`config.mk`:
```
export PLATFORM = sky130hd
export DESIGN_NAME = flash_indirect_bridge
export DESIGN_NICKNAME = d
export VERILOG_FILES = /design/src/rtl/flash_indirect_bridge.sv
export SDC_FILE = /design/constraint.sdc
export NUM_CORES = 1
export LEC_CHECK = 0
export BUFFER_PORTS_ARGS = -buffer_cell sky130_fd_sc_hd__buf_2
export CAP_MARGIN = 20
export CORE_ASPECT_RATIO = 0.5
export CORE_MARGIN = 2
export CORE_UTILIZATION = 45
export DETAILED_ROUTE_END_ITERATION = 10
export PLACE_DENSITY = 0.68
export SLEW_MARGIN = 10
export SYNTH_ARGS = -nofsm -noshare
export SYNTH_HDL_FRONTEND = slang
export SYNTH_SLANG_ARGS = --single-unit
```
`constraint.sdc`:
```
create_clock -name clk -period 2.2 [get_ports clk]
set_input_delay 0.22 -clock clk [delete_from_list [all_inputs] [get_ports clk]]
set_output_delay 0.22 -clock clk [all_outputs]
set_load 0.03 [all_outputs]
```
`src/rtl/flash_indirect_bridge.sv`:
```
module flash_indirect_bridge #(
  parameter logic [3:0] TARGET_ID  = 4'h4,
  parameter logic [7:0] READ_OP    = 8'h03,
  parameter logic [7:0] CS_HI_PAGE = 8'hFE,
  parameter logic [7:0] CS_LO_PAGE = 8'hFD,
  parameter logic [7:0] FILL_BYTE  = 8'hFF
) (
  input  logic       clk,
  input  logic       rst_n,
  input  logic       cpu_req,
  input  logic       cpu_we,
  input  logic [2:0] cpu_sel,
  input  logic [7:0] cpu_wdata,
  output logic [7:0] cpu_rdata,
  output logic       cpu_ready,
  output logic       flash_cs_n,
  output logic       sh_start,
  output logic [7:0] sh_tx,
  input  logic       sh_done,
  input  logic [7:0] sh_rx
);

  localparam logic [2:0] SEL_DATA  = 3'd4;
  localparam logic [2:0] LAST_BYTE = 3'd4;

  typedef enum logic [1:0] {S_IDLE, S_WAIT, S_DONE} state_t;
  typedef enum logic [1:0] {K_READ, K_PWR, K_PRD} kind_t;

  state_t          state;
  kind_t           kind;
  logic [3:0][7:0] ptr;
  logic [2:0]      idx;

  wire target_ok = ptr[3][7:4] == TARGET_ID;
  wire pass_mode = target_ok && ptr[3][3:0] == 4'hF && ptr[2] == 8'hFF;
  wire take      = state == S_IDLE && cpu_req;
  wire reg_wr    = take && cpu_we && !cpu_sel[2];

  assign cpu_ready = state == S_DONE;

  function automatic logic [7:0] frame_byte(input logic [2:0] n, input logic [3:0][7:0] p);
    case (n)
      3'd1:    return p[2];
      3'd2:    return p[1];
      3'd3:    return p[0];
      default: return FILL_BYTE;
    endcase
  endfunction

  always_ff @(posedge clk or negedge rst_n) begin
    if (!rst_n) begin
      state      <= S_IDLE;
      kind       <= K_READ;
      ptr        <= '0;
      idx        <= '0;
      flash_cs_n <= 1'b1;
      sh_start   <= 1'b0;
      sh_tx      <= '0;
      cpu_rdata  <= '0;
    end else begin
      sh_start <= 1'b0;
      case (state)
        S_IDLE: if (cpu_req) begin
          state <= S_DONE;
          if (cpu_sel != SEL_DATA) begin
            if (cpu_we) begin
              if (!cpu_sel[2]) ptr[cpu_sel[1:0]] <= cpu_wdata;
            end else begin
              cpu_rdata <= cpu_sel[2] ? 8'h00 : ptr[cpu_sel[1:0]];
            end
          end else if (cpu_we) begin
            if (pass_mode && ptr[1] == CS_HI_PAGE) begin
              flash_cs_n <= 1'b1;
            end else if (pass_mode && ptr[1] == CS_LO_PAGE) begin
              flash_cs_n <= 1'b0;
              sh_start   <= 1'b1;
              sh_tx      <= cpu_wdata;
              kind       <= K_PWR;
              state      <= S_WAIT;
            end
          end else if (pass_mode) begin
            sh_start <= 1'b1;
            sh_tx    <= FILL_BYTE;
            kind     <= K_PRD;
            state    <= S_WAIT;
          end else if (target_ok) begin
            flash_cs_n <= 1'b0;
            sh_start   <= 1'b1;
            sh_tx      <= READ_OP;
            idx        <= '0;
            kind       <= K_READ;
            state      <= S_WAIT;
          end else begin
            cpu_rdata <= FILL_BYTE;
          end
        end
        S_WAIT: if (sh_done) begin
          if (kind == K_READ && idx != LAST_BYTE) begin
            idx      <= idx + 3'd1;
            sh_start <= 1'b1;
            sh_tx    <= frame_byte(idx + 3'd1, ptr);
          end else begin
            state <= S_DONE;
            if (kind != K_PWR) cpu_rdata <= sh_rx;
            if (kind == K_READ) flash_cs_n <= 1'b1;
          end
        end
        default: state <= S_IDLE;
      endcase
    end
  end

  p_start_needs_req_r3: assert property (@(posedge clk) disable iff (!rst_n)
    sh_start |-> cpu_req);

  p_ready_single_r3: assert property (@(posedge clk) disable iff (!rst_n)
    cpu_ready |=> !cpu_ready);

  p_start_single_r3: assert property (@(posedge clk) disable iff (!rst_n)
    sh_start |=> !sh_start);

  p_ptr_stable_r4: assert property (@(posedge clk) disable iff (!rst_n)
    !reg_wr |=> $stable(ptr));

  p_cs_low_in_frame_r4: assert property (@(posedge clk) disable iff (!rst_n)
    (state == S_WAIT && kind == K_READ) |-> !flash_cs_n);

  p_cs_fall_on_data_r7: assert property (@(posedge clk) disable iff (!rst_n)
    $fell(flash_cs_n) |-> $past(cpu_req && cpu_sel == SEL_DATA));

endmodule

```
### Yosys cells after proc, flatten, opt, wreduce, memory -nomap -nowiden

Cells that the tools add are included.
W data, S select, Z words.

* multiplexer cells: 71
* magnitude comparators: 2
* equal/unequal tests: 33
* bitwise gates (word level): 2
* add/subtract/negate cells: 1
* reductions and logical operators: 17

Operators by type and width (number)
* $mux W8: 21
* $bwmux W32: 1
* $pmux W8 S2: 2
* $mux W2: 14
* $eq A8 B8 Y1 const B: 3
* $pmux W8 S3: 1
* $reduce_and A8 Y1: 3
* $ne A2 B2 Y1 const B: 11
* $mux W3: 7
* $mux W1: 19
* $bmux W8 S2: 1
* $demux W8 S2: 1
* $ne A3 B3 Y1 const B: 5
* $ne A3 B2 Y1 const B: 3
* $reduce_and A9 Y1: 1
* $eq A3 B2 Y1 const B: 2
* $logic_and A1 B1 Y1: 6
* $pmux W3 S2: 1
* $reduce_and A6 Y1: 1
* $reduce_and A5 Y1: 1
* $eq A4 B3 Y1 const B: 1
* $eq A4 B4 Y1 const B: 1
* $logic_not A2 Y1: 2
* $ne A2 B1 Y1 const B: 2
* other kinds (14): 16

* word-level logic and storage cells: 137
* output and inout bits: 19
* register bits after elaboration: 57
* input bits: 24

### Longest topological paths before layout

Gate-level depths: netlist of the first run.

* depth in word-level cells: 10
* depth in mapped cells: 9
* depth with buffers taken out: 7

### Least setup slack after synthesis of the first run

No wires, ideal clock.

* path type: register to register
* start: reg ptr[28] (netlist name)
* end: reg sh_tx[2]
* library setup time: 0.125 ns
* required time: 2.075 ns
* arrival: 1.998 ns
* period minus slack after synthesis: 2.123 ns
* stages on the path, launching flop included: 6
* buffers on the path: 0
* setup slack: 0.077 ns
* cell sequence: dfrtp_1 > or4b_4 > nor4_4 > a21oi_2 > o21ai_4 > mux2_4

* longest elaborated chain between the ends: 8
* elaborated cells between the ends (all ways): 14
* those cells by class: eq/ne: 4; mux: 5; reduce/logical: 5

RTL lines
* from (decl): line 31 `logic [3:0][7:0] ptr;`
* from (signal, indexed assignment): line 67 `if (!cpu_sel[2]) ptr[cpu_sel[1:0]] <= cpu_wdata;`
* $eq A4 B3 Y1 *: line 34 `wire target_ok = ptr[3][7:4] == TARGET_ID;`
* $logic_and A1 B1 Y1 (2 in a row): line 35 `wire pass_mode = target_ok && ptr[3][3:0] == 4'hF && ptr[2] == 8'hFF;`
* $mux W8: line 81 `end else if (pass_mode) begin`
* $mux W8: line 71 `end else if (cpu_we) begin`
* $mux W8: line 65 `if (cpu_sel != SEL_DATA) begin`
* $mux W8: line 63 `S_IDLE: if (cpu_req) begin`
* $pmux W8 S2: line 62 `case (state)`
* to (signal assigned): line 77 `sh_tx <= cpu_wdata;`
* to (signal assigned): line 101 `sh_tx <= frame_byte(idx + 3'd1, ptr);`
* to (decl): line 18 `output logic [7:0] sh_tx,`

Mark *: on every way between the ends. The rest lies on a longest branch, timed or not. The select of a mux whose other input is x is not followed.
A chain may end at the register's enable or synchronous reset.

### Final worst setup path of the first run

* start: reg idx[0]
* end: reg sh_tx[2]

* longest elaborated chain between the ends: 6
* elaborated cells between the ends (all ways): 12
* those cells by class: add/sub: 1; eq/ne: 5; mux: 4; reduce/logical: 2

RTL lines
* from (decl): line 32 `logic [2:0] idx;`
* from (signal assigned): line 99 `idx <= idx + 3'd1;`
* $add A3 B1 Y3: line 101
* $eq A3 B2 Y1 / $eq A3 B1 Y1 (equally long branches): line 42 `case (n)`
* $pmux W8 S3: line 42
* $mux W8: line 98 `if (kind == K_READ && idx != LAST_BYTE) begin`
* $mux W8: line 97 `S_WAIT: if (sh_done) begin`
* $pmux W8 S2: line 62

Several ways; a longest one is shown, not always the timed one. The select of a mux whose other input is x is not followed.

==> results.sh, run 1 <==
export IMPL_status="finished clean"
export IMPL_ys_async_sr_fraction=1.00
export IMPL_yosysTopAreaCell="dfrtp_1"
export IMPL_instances_no_fill=438
export IMPL_nFillCells=553
export IMPL_synth_distinct_cells=44
export IMPL_min_path_type="in2async"
export IMPL_synth_edf_count=0
export IMPL_final_area_sq_um=3900
export IMPL_cp_max_fo=9
export IMPL_worst_slew_pin_slew_ns=0.730
export IMPL_h_tree_depth=3
export IMPL_cts_sinks=57
export IMPL_first_iter_violations=279
export IMPL_drc=0
export IMPL_ys_ff_latch=57
export IMPL_synth_area_leaders="dfrtp_1 (46%), mux2_2 (12%), mux4_2 (5.1%)"
export IMPL_synth_top_cells_by_count="dfrtp_1 (56), mux2_2 (34), nand2_1 (22)"
export IMPL_grt_pass1_vias=2601
export IMPL_dr_pass1_iters=5
export IMPL_io_pins=43
export IMPL_antenna_found_initial=0
export IMPL_die_h_um=62.5
export IMPL_path_cells="inv_1, ha_1, a211oi_2, nand3_1, o21ai_4, buf_12, mux2_4"
export IMPL_fin_skew_ns=0.00825
export IMPL_path_clk_slew_ns=0.06
export IMPL_finalNetCount=369
export IMPL_grt_use_total=0.237
export IMPL_fin_crit_sh=0.933
export IMPL_root_buffer="clkbuf_16"
export IMPL_ys_seq_area_frac=0.464
export IMPL_final_hold_viol_count=0
export IMPL_clock_latency_ns=0.32
export IMPL_core_area_sq_um=6650
export IMPL_timing_final_ws_setup_ns=0.148
export IMPL_wl_per_cell_um=18.7
export IMPL_diodes=0
export IMPL_cp_start_kind="flop"
export IMPL_totalWireLength_um=8200
export IMPL_dpl_hpwl_um=5920
export IMPL_pre_cts_ws_ns=0.0344
export IMPL_gp_congestion=0.951
export IMPL_ir_drop_v=0.000428
export IMPL_synth_avg_cell_area_sq_um=11.4
export IMPL_cts_buffers=9
export IMPL_via_per_inst=5.93
export IMPL_max_cap_violations=0
export IMPL_crit_path_top_delay_cell="dfrtp_1"
export IMPL_synth_most_common_cell="dfrtp_1"
export IMPL_syn_cell_area_sq_um=3080
export IMPL_ant_nets=0
export IMPL_max_freq_ghz=0.487
export IMPL_ys_warn_count=0
export IMPL_holdWs_ns=0.0323
export IMPL_critPathRequiredTime_ns=2.41
export IMPL_cts_tree="done"
export IMPL_cts_setup_buffers=0
export IMPL_p_total_mw=3.91
export IMPL_synth_top_cell_area_share=0.456
export IMPL_grt_overflow_total=0
export IMPL_arrival_ns=2.26
export IMPL_synth_nets=297
export IMPL_setup_tns_ns=0
export IMPL_crit_path_end_kind="flop"
export IMPL_vias=2596
export IMPL_postLayoutCoreUtil=0.586
export IMPL_finalSetupViolCount=0
export IMPL_port_buffers=42
export IMPL_drive_gt1_frac=0.408
export IMPL_crit_type="reg2reg"
export IMPL_placed_area_sq_um=3600
export IMPL_clock_path_buffers=2
export IMPL_syn_inst=269
export IMPL_p_leak_nw=1.79
export IMPL_grt_max_degree=58
export IMPL_drv_slew=0
export IMPL_cts_resized=0
export IMPL_grt_pass1_wl_um=13800
export IMPL_area_growth_pct=26.8
export IMPL_initial_core_util=0.463
export IMPL_die_area_sq_um=7550
export IMPL_rows=21
export IMPL_final_min_clock_period_ns=2.05
export IMPL_postCtsHoldBufs=0
export IMPL_synthFlopType="dfrtp_1"
export IMPL_critPathMaxStageDelay_ns=0.40
export IMPL_power_per_cell_area_nw_per_um2=1000
export IMPL_relSlewSlack=0.513
export IMPL_rsz0062_at_grt="false"
export IMPL_dp_cells=422
export IMPL_dieWidth_um=121
## per-layer routing
layer | share of wire | routed length (um) | vias up | global-route usage
met1 | 0.46 | 3810 | 1279 | 0.351
met2 | 0.45 | 3650 | 135 | 0.344
met4 | 0.017 | 140 | 0 | 0.0828
li1 | - | - | 1167 | -
met3 | 0.073 | 599 | 15 | 0.0502
met5 | 0 | 0 | - | 0
## where the power goes
group	internal, mW	switching (mW)	total [mW]
Clock	0.879	0.489	1.37
Sequential	1.29	0.219	1.51
Combinational	0.489	0.547	1.04
## cell type report
class / instances / area (sq um) / area share
tap: 92 / 115 / 0.0295
timing repair buffer: 72 / 448 / 0.115
sequential: 57 / 1430 / 0.366
inverter: 8 / 30.0 / 0.00770
multi-input combinational: 193 / 1580 / 0.406
clock buffer: 10 / 229 / 0.0587
clock inverter: 6 / 67.6 / 0.0173
## flip-flops by register name (all words and copies together), names as in the netlist
signal,cells
state,2
ptr,32
kind,2
cpu_rdata,8
sh_start,1
flash_cs_n,1
sh_tx,8
idx,3
## cells in the final DEF (no fill, tap or decap), drive strengths merged, types with 2 or more instances in the layout
master / count
mux4: 8
xor2: 2
o21ai: 13
a21oi: 9
mux2: 40
clkbuf: 10
clkinv: 2
a211oi: 2
inv: 9
ha: 4
nor4: 2
or3: 2
a22o: 2
nand2: 22
nor3: 4
nand3: 2
a222oi: 8
clkinvlp: 2
nor4b: 2
a211o: 2
buf: 72
nand2b: 2
nor2b: 10
mux2i: 3
nor3b: 3
dfrtp: 56
nor2: 21
o22ai: 11
nand3b: 3
a41oi: 2
nand4: 7
## logic make-up (layout without fill, tap and decap cells)
kind of cell	after synthesis	count (layout)	share of synthesized area
and+or+nand+nor	83	83	0.145
DFF	57	57	0.464
AOI/OAI and AO/OA	53	53	0.122
muxes	51	51	0.223
buffers and inverters	19	96	0.0236
adders and majority gates	4	4	0.0163
xor gates and xnor gates	2	2	0.00570
## critical path: cells and delay by family (launching register included)
family / cells / cell delay (ns)
AO/OA/AOI/OAI: 2 / 0.46
adder cells (fa/ha/maj): 1 / 0.26
buffers and inverters: 2 / 0.24
flip-flops: 1 / 0.40
multiplexers: 1 / 0.30
AND/OR/NAND/NOR: 1 / 0.25
## path summary, 6_finish.rpt
| kind | slack (ns) | to | from | cells after the start |
|---|---|---|---|---|
| worst max-delay path | 0.15 | sh_tx[2]$_DFFE_PN0P_ | idx[0]$_DFFE_PN0P_ | 7 |
| worst min-delay path | 0.03 | ptr[6]$_DFFE_PN0P_ | rst_n | 2 |
| worst max register to register | 0.15 | sh_tx[2]$_DFFE_PN0P_ | idx[0]$_DFFE_PN0P_ | 7 |
| worst min register to register | 0.47 | flash_cs_n$_DFFE_PN1P_ | flash_cs_n$_DFFE_PN1P_ | 2 |
| max in group asynchronous | 1.67 | kind[1]$_DFFE_PN0P_ | rst_n | 2 |
| min in group clk | 0.19 | ptr[23]$_DFFE_PN0P_ | cpu_wdata[7] | 2 |
Power figures use the tool's default switching activity.
==> run 2: changes to the inputs <==
==> constraint.sdc (replaced) <==
create_clock -name clk -period 2.2 [get_ports clk]
set_input_delay 0.44 -clock clk [delete_from_list [all_inputs] [get_ports clk]]
set_output_delay 0.44 -clock clk [all_outputs]
set_load 0.03 [all_outputs]
==> run 2 against run 1 <==
  * Fmax decreased by 3.5%
  * Routed wire length fell by 1.3%
  * Clock power about the same
  * First-iteration DRC count decreased by 5.0%
  * Critical path type unchanged
  * Critical endpoint unchanged
  * Largest cell class unchanged
  * Highest routed layer unchanged
==> results.sh, run 2 (synthesis results as in run 1) <==
export IMPL_grt_use_total=0.229
export IMPL_status="finished clean"
export IMPL_cts_setup_buffers=0
export IMPL_crit_type="reg2reg"
export IMPL_first_iter_violations=265
export IMPL_cts_tree="done"
export IMPL_instances_no_fill=443
export IMPL_crit_path_end_kind="flop"
export IMPL_path_cells="or4b_4, nor4_4, a21oi_2, o21ai_4, buf_12, mux2_4"
export IMPL_path_buf_inv=1
export IMPL_h_tree_depth=3
export IMPL_drive_gt1_frac=0.419
export IMPL_regMostFlops="ptr"
export IMPL_dp_cells=427
export IMPL_core_area_sq_um=6650
export IMPL_route_met3_wl_um=628
export IMPL_nFillCells=528
export IMPL_p_leak_nw=1.82
export IMPL_root_buffer="clkbuf_16"
export IMPL_ant_nets=0
export IMPL_pre_cts_ws_ns=0.0755
export IMPL_die_area_sq_um=7550
export IMPL_timing_final_ws_setup_ns=0.0742
export IMPL_mostFrequentLayoutCells="dfrtp_1 (56), buf_2 (42), mux2_2 (34), buf_4 (33), nand2_1 (22)"
export IMPL_top_layer_used="met4"
export IMPL_max_freq_ghz=0.470
export IMPL_worst_slew_pin_slew_ns=0.579
export IMPL_finalNetCount=374
export IMPL_dr_pass1_iters=6
export IMPL_crit_reg2reg_launch="ptr[28]$_DFFE_PN0P_"
export IMPL_holdWs_ns=0.116
export IMPL_initial_core_util=0.463
export IMPL_drt_met1_wl_um=3650
export IMPL_path_clk_slew_ns=0.05
export IMPL_largest_reg_flops=32
export IMPL_drv_slew=0
export IMPL_finalSetupViolCount=0
export IMPL_grt_pass1_vias=2603
export IMPL_cpLargestDelayFamily="simple AND/OR/NAND/NOR gates"
export IMPL_gp_congestion=0.946
export IMPL_final_min_clock_period_ns=2.13
export IMPL_fin_skew_ns=0.00567
export IMPL_port_buffers=42
export IMPL_area_growth_pct=28.6
export IMPL_dpl_hpwl_um=5960
export IMPL_rsz0062_at_grt="false"
export IMPL_layout_commonest_cell="dfrtp_1"
export IMPL_max_cap_violations=0
export IMPL_arrival_ns=2.33
export IMPL_drc=0
export IMPL_vias=2514
export IMPL_antenna_found_initial=0
export IMPL_ir_drop_v=0.000375
export IMPL_diodes=0
export IMPL_cp_startpoint="ptr[28]$_DFFE_PN0P_"
export IMPL_totalWireLength_um=8100
export IMPL_io_pins=43
export IMPL_grt_overflow_total=0
export IMPL_via_per_inst=5.67
export IMPL_cp_max_fo=9
export IMPL_setup_tns_ns=0
export IMPL_reg_largest_list="ptr (32), cpu_rdata (8), sh_tx (8)"
export IMPL_final_hold_viol_count=0
export IMPL_critPathRequiredTime_ns=2.41
export IMPL_crit_path_top_delay_cell="or4b_4"
export IMPL_cts_sinks=57
export IMPL_cts_buffers=9
export IMPL_relSlewSlack=0.614
export IMPL_clock_path_buffers=2
export IMPL_dieWidth_um=121
export IMPL_wl_met2_um=3700
export IMPL_min_path_type="in2async"
export IMPL_rows=21
export IMPL_fin_crit_sh=0.966
export IMPL_p_total_mw=3.94
export IMPL_critPathMaxStageDelay_ns=0.57
export IMPL_wl_per_cell_um=18.3
export IMPL_grt_max_degree=35
export IMPL_grt_pass1_wl_um=13200
export IMPL_cp_start_kind="flop"
export IMPL_clock_latency_ns=0.32
export IMPL_power_per_cell_area_nw_per_um2=995
export IMPL_die_h_um=62.5
[run 2: cell count changes in the layout (fill, tap and decap cells not counted)]
| cell | change |
|---|---|
| buf_4 | +4 |
| buf_12 | +1 |
| clkbuf_1 | -1 |
| clkinv_4 | -1 |
| clkbuf_8 | +1 |
| a2111oi_0 | +1 |
| clkinvlp_4 | +1 |
| a2111oi_1 | -1 |
[run 2: stage by stage]
step                      cell area (sq um)  utilization
after global placement                 3650        0.548
after floorplan                        3080            -
after CTS                              3950        0.594
final                                  3960        0.595
after global routing                   3960        0.595
after detailed placement               3650        0.548
[run 2: worst register-to-register path, delay by kind of cell, from the launching register on]
family | cells | cell delay, ns
compound gates | 2 | 0.28
mux | 1 | 0.30
simple gates | 2 | 0.89
flops | 1 | 0.37
buf+inv | 1 | 0.16
[run 2: path summary, 6_finish.rpt]
| check | cells after the start | endpoint | slack [ns] |
|---|---|---|---|
| setup / recovery | 6 | sh_tx[2]$_DFFE_PN0P_ | 0.07 |
| hold / removal | 1 | ptr[6]$_DFFE_PN0P_ | 0.12 |
| setup reg to reg | 6 | sh_tx[2]$_DFFE_PN0P_ | 0.07 |
| hold reg to reg | 2 | flash_cs_n$_DFFE_PN1P_ | 0.46 |
| max in group asynchronous | 2 | cpu_rdata[2]$_DFFE_PN0P_ | 1.49 |
| min in group clk | 2 | ptr[27]$_DFFE_PN0P_ | 0.41 |
[run 2: what timing repair did]
action	in CTS	in global routing
hold buffers	0	0
gates resized for setup	0	1
endpoints found under the setup margin	0	2
[run 2: layout make-up]
type	instances	area [sq um]	area share
clock buffers	10	239	0.0604
clock inverters	6	66.3	0.0168
inverters	8	30.0	0.00759
multi-input cells	193	1580	0.399
flip-flops and latches	57	1430	0.361
well taps	92	115	0.0291
repair buffers	77	498	0.126
[run 2: layer usage]
| metal | GRT usage | vias to the layer above |
|---|---|---|
| met4 | 0.0872 | 0 |
| met2 | 0.342 | 100 |
| li1 | - | 1176 |
| met3 | 0.0766 | 11 |
| met5 | 0 | - |
| met1 | 0.309 | 1227 |
[run 2: power breakdown]
group | switching [mW] | leakage (nW) | total (mW) | internal [mW]
Sequential | 0.211 | 0.728 | 1.50 | 1.29
Clock | 0.482 | 0.141 | 1.39 | 0.907
Combinational | 0.546 | 0.952 | 1.04 | 0.495
Total | 1.24 | 1.82 | 3.94 | 2.70
==> run 3: changes to the inputs <==
Settings changed: REMOVE_ABC_BUFFERS set to 1.
==> run 3 against run 2 <==
  * Non-clock buffer count is 7 lower
  * Count of clock-buffer cells in the layout grew 1
  * Largest cell class unchanged
  * Design area is 1.4% lower
  * Register-to-register slack better by 0.02 ns
  * Sequential cell count did not move
  * Critical path depth unchanged
  * Total power is 1.6% higher
  * Die area stayed put
  * Cell count fell by 1.6%
  * Via count rose by 1.5%
  * Global-route usage grew 0.68 points
  * Clock skew is 0.00065 ns lower
  * Critical path type unchanged
==> results.sh, run 3 (synthesis results as in run 1) <==
export IMPL_worst_slew_pin_slew_ns=0.558
export IMPL_via_per_inst=5.85
export IMPL_seqPwrFrac=0.379
export IMPL_fin_crit_sh=0.956
export IMPL_reg_largest_list="ptr (32), cpu_rdata (8), sh_tx (8)"
export IMPL_vias=2552
export IMPL_postCtsHoldBufs=0
export IMPL_final_area_sq_um=3900
export IMPL_status="finished clean"
export IMPL_max_cap_violations=0
export IMPL_finalNetCount=367
export IMPL_grt_use_total=0.235
export IMPL_largest_reg_flops=32
export IMPL_min_path_type="in2async"
export IMPL_grt_max_degree=34
export IMPL_area_growth_pct=26.9
export IMPL_power_switching_mw=1.24
export IMPL_crit_path_end_kind="flop"
export IMPL_drc=0
export IMPL_grt_pass1_vias=2531
export IMPL_final_min_clock_period_ns=2.10
export IMPL_dieWidth_um=121
export IMPL_nFillCells=560
export IMPL_root_buffer="clkbuf_16"
export IMPL_cts_buffers=9
export IMPL_first_iter_violations=267
export IMPL_totalWireLength_um=8380
export IMPL_mostFrequentLayoutCells="dfrtp_1 (56), buf_2 (42), mux2_2 (34), buf_4 (27), nand2_1 (22)"
export IMPL_drive_gt1_frac=0.404
export IMPL_drv_slew=0
export IMPL_core_area_sq_um=6650
export IMPL_dpl_hpwl_um=6060
export IMPL_crit_type="reg2reg"
export IMPL_placed_area_sq_um=3580
export IMPL_ff_latch_area_sq_um=1430
export IMPL_setup_tns_ns=0
export IMPL_ant_nets=0
export IMPL_power_per_cell_area_nw_per_um2=1020
export IMPL_p_clk_frac=0.364
export IMPL_intPower_mw=2.76
export IMPL_max_freq_ghz=0.475
export IMPL_die_area_sq_um=7550
export IMPL_clock_path_buffers=2
export IMPL_p_leak_nw=1.79
export IMPL_cp_start_kind="flop"
export IMPL_rows=21
export IMPL_initial_core_util=0.463
export IMPL_h_tree_depth=3
export IMPL_fin_skew_ns=0.00501
export IMPL_path_clk_slew_ns=0.05
export IMPL_pre_cts_ws_ns=0.00324
export IMPL_cts_sinks=57
export IMPL_regMostFlops="ptr"
export IMPL_comb_power_share=0.257
export IMPL_cp_startpoint="ptr[28]$_DFFE_PN0P_"
export IMPL_switching_share=0.310
export IMPL_postLayoutCoreUtil=0.587
export IMPL_port_buffers=42
export IMPL_finalSetupViolCount=0
export IMPL_crit_reg2reg_launch="ptr[28]$_DFFE_PN0P_"
export IMPL_layout_commonest_cell="dfrtp_1"
export IMPL_grt_pass1_wl_um=13600
export IMPL_antenna_found_initial=0
export IMPL_gp_congestion=0.963
export IMPL_io_pins=43
export IMPL_die_h_um=62.5
export IMPL_grt_overflow_total=0
export IMPL_arrival_ns=2.30
export IMPL_ir_drop_v=0.000488
export IMPL_timing_final_ws_setup_ns=0.0967
export IMPL_clock_latency_ns=0.32
export IMPL_final_hold_viol_count=0
export IMPL_relSlewSlack=0.628
export IMPL_rsz0062_at_grt="false"
export IMPL_cts_setup_buffers=0
export IMPL_cp_max_fo=5
export IMPL_cts_tree="done"
export IMPL_diodes=0
export IMPL_dr_pass1_iters=5
export IMPL_multi_input_area_sq_um=1580
export IMPL_critPathRequiredTime_ns=2.40
export IMPL_wl_per_cell_um=19.2
==> run 3: power by group through the flow <==
| stage | Sequential [mW] | Clock, mW | Combinational, mW |
|---|---|---|---|
| floorplan | 1.62 | 0 | 0.518 |
| global placement | 1.50 | 0 | 0.992 |
| detailed placement | 1.52 | 0 | 1.01 |
| CTS | 1.51 | 1.47 | 1.02 |
| global route | 1.55 | 1.52 | 1.10 |
| finish | 1.52 | 1.46 | 1.03 |
==> run 3: area by class of cell <==
class                      instances  share of cell area
multi-input combinational        193               0.406
sequential                        57               0.366
timing repair buffer              70               0.111
clock buffer                      11              0.0597
tap                               92              0.0295
clock inverter                     5              0.0205
inverter                           8             0.00770
==> run 3: path summary, 6_finish.rpt <==
check	slack, ns	depth (start not counted)	to
min	0.10	1	ptr[22]$_DFFE_PN0P_
min reg2reg	0.47	2	flash_cs_n$_DFFE_PN1P_
min in group clk	0.42	2	ptr[2]$_DFFE_PN0P_
max reg2reg	0.1	6	sh_tx[2]$_DFFE_PN0P_
max	0.1	6	sh_tx[2]$_DFFE_PN0P_
max in group asynchronous	1.47	2	flash_cs_n$_DFFE_PN1P_
==> run 3: critical path: stages (launching register included) <==
cell	delay (ns)
dfrtp_1	0.40
or4b_4	0.60
nor4_4	0.19
a21oi_2	0.14
o21ai_4	0.17
buf_4	0.17
mux2_4	0.31
==> run 3: what timing repair did <==
item	4_1_cts	5_1_grt
setup endpoints to repair	6	11
pin swaps	2	0
gates resized for setup	0	2
==> run 3: through the flow <==
step | power [mW] | instances | hold slack (ns)
after floorplan | 2.14 | 258 | 0.144
after global placement | 2.49 | 420 | 0.449
after detailed placement | 2.53 | 420 | 0.463
after CTS | 4.00 | 436 | 0.122
after global routing | 4.18 | 436 | 0.151
final | 4.00 | 436 | 0.105
==> run 3: per-layer routing <==
| metal | global-route usage | vias to the layer above | share of wire |
|---|---|---|---|
| met5 | 0 | - | 0 |
| met4 | 0.0596 | 0 | 0.0079 |
| met3 | 0.0593 | 10 | 0.11 |
| met2 | 0.345 | 139 | 0.45 |
| met1 | 0.350 | 1241 | 0.44 |
| li1 | - | 1162 | - |
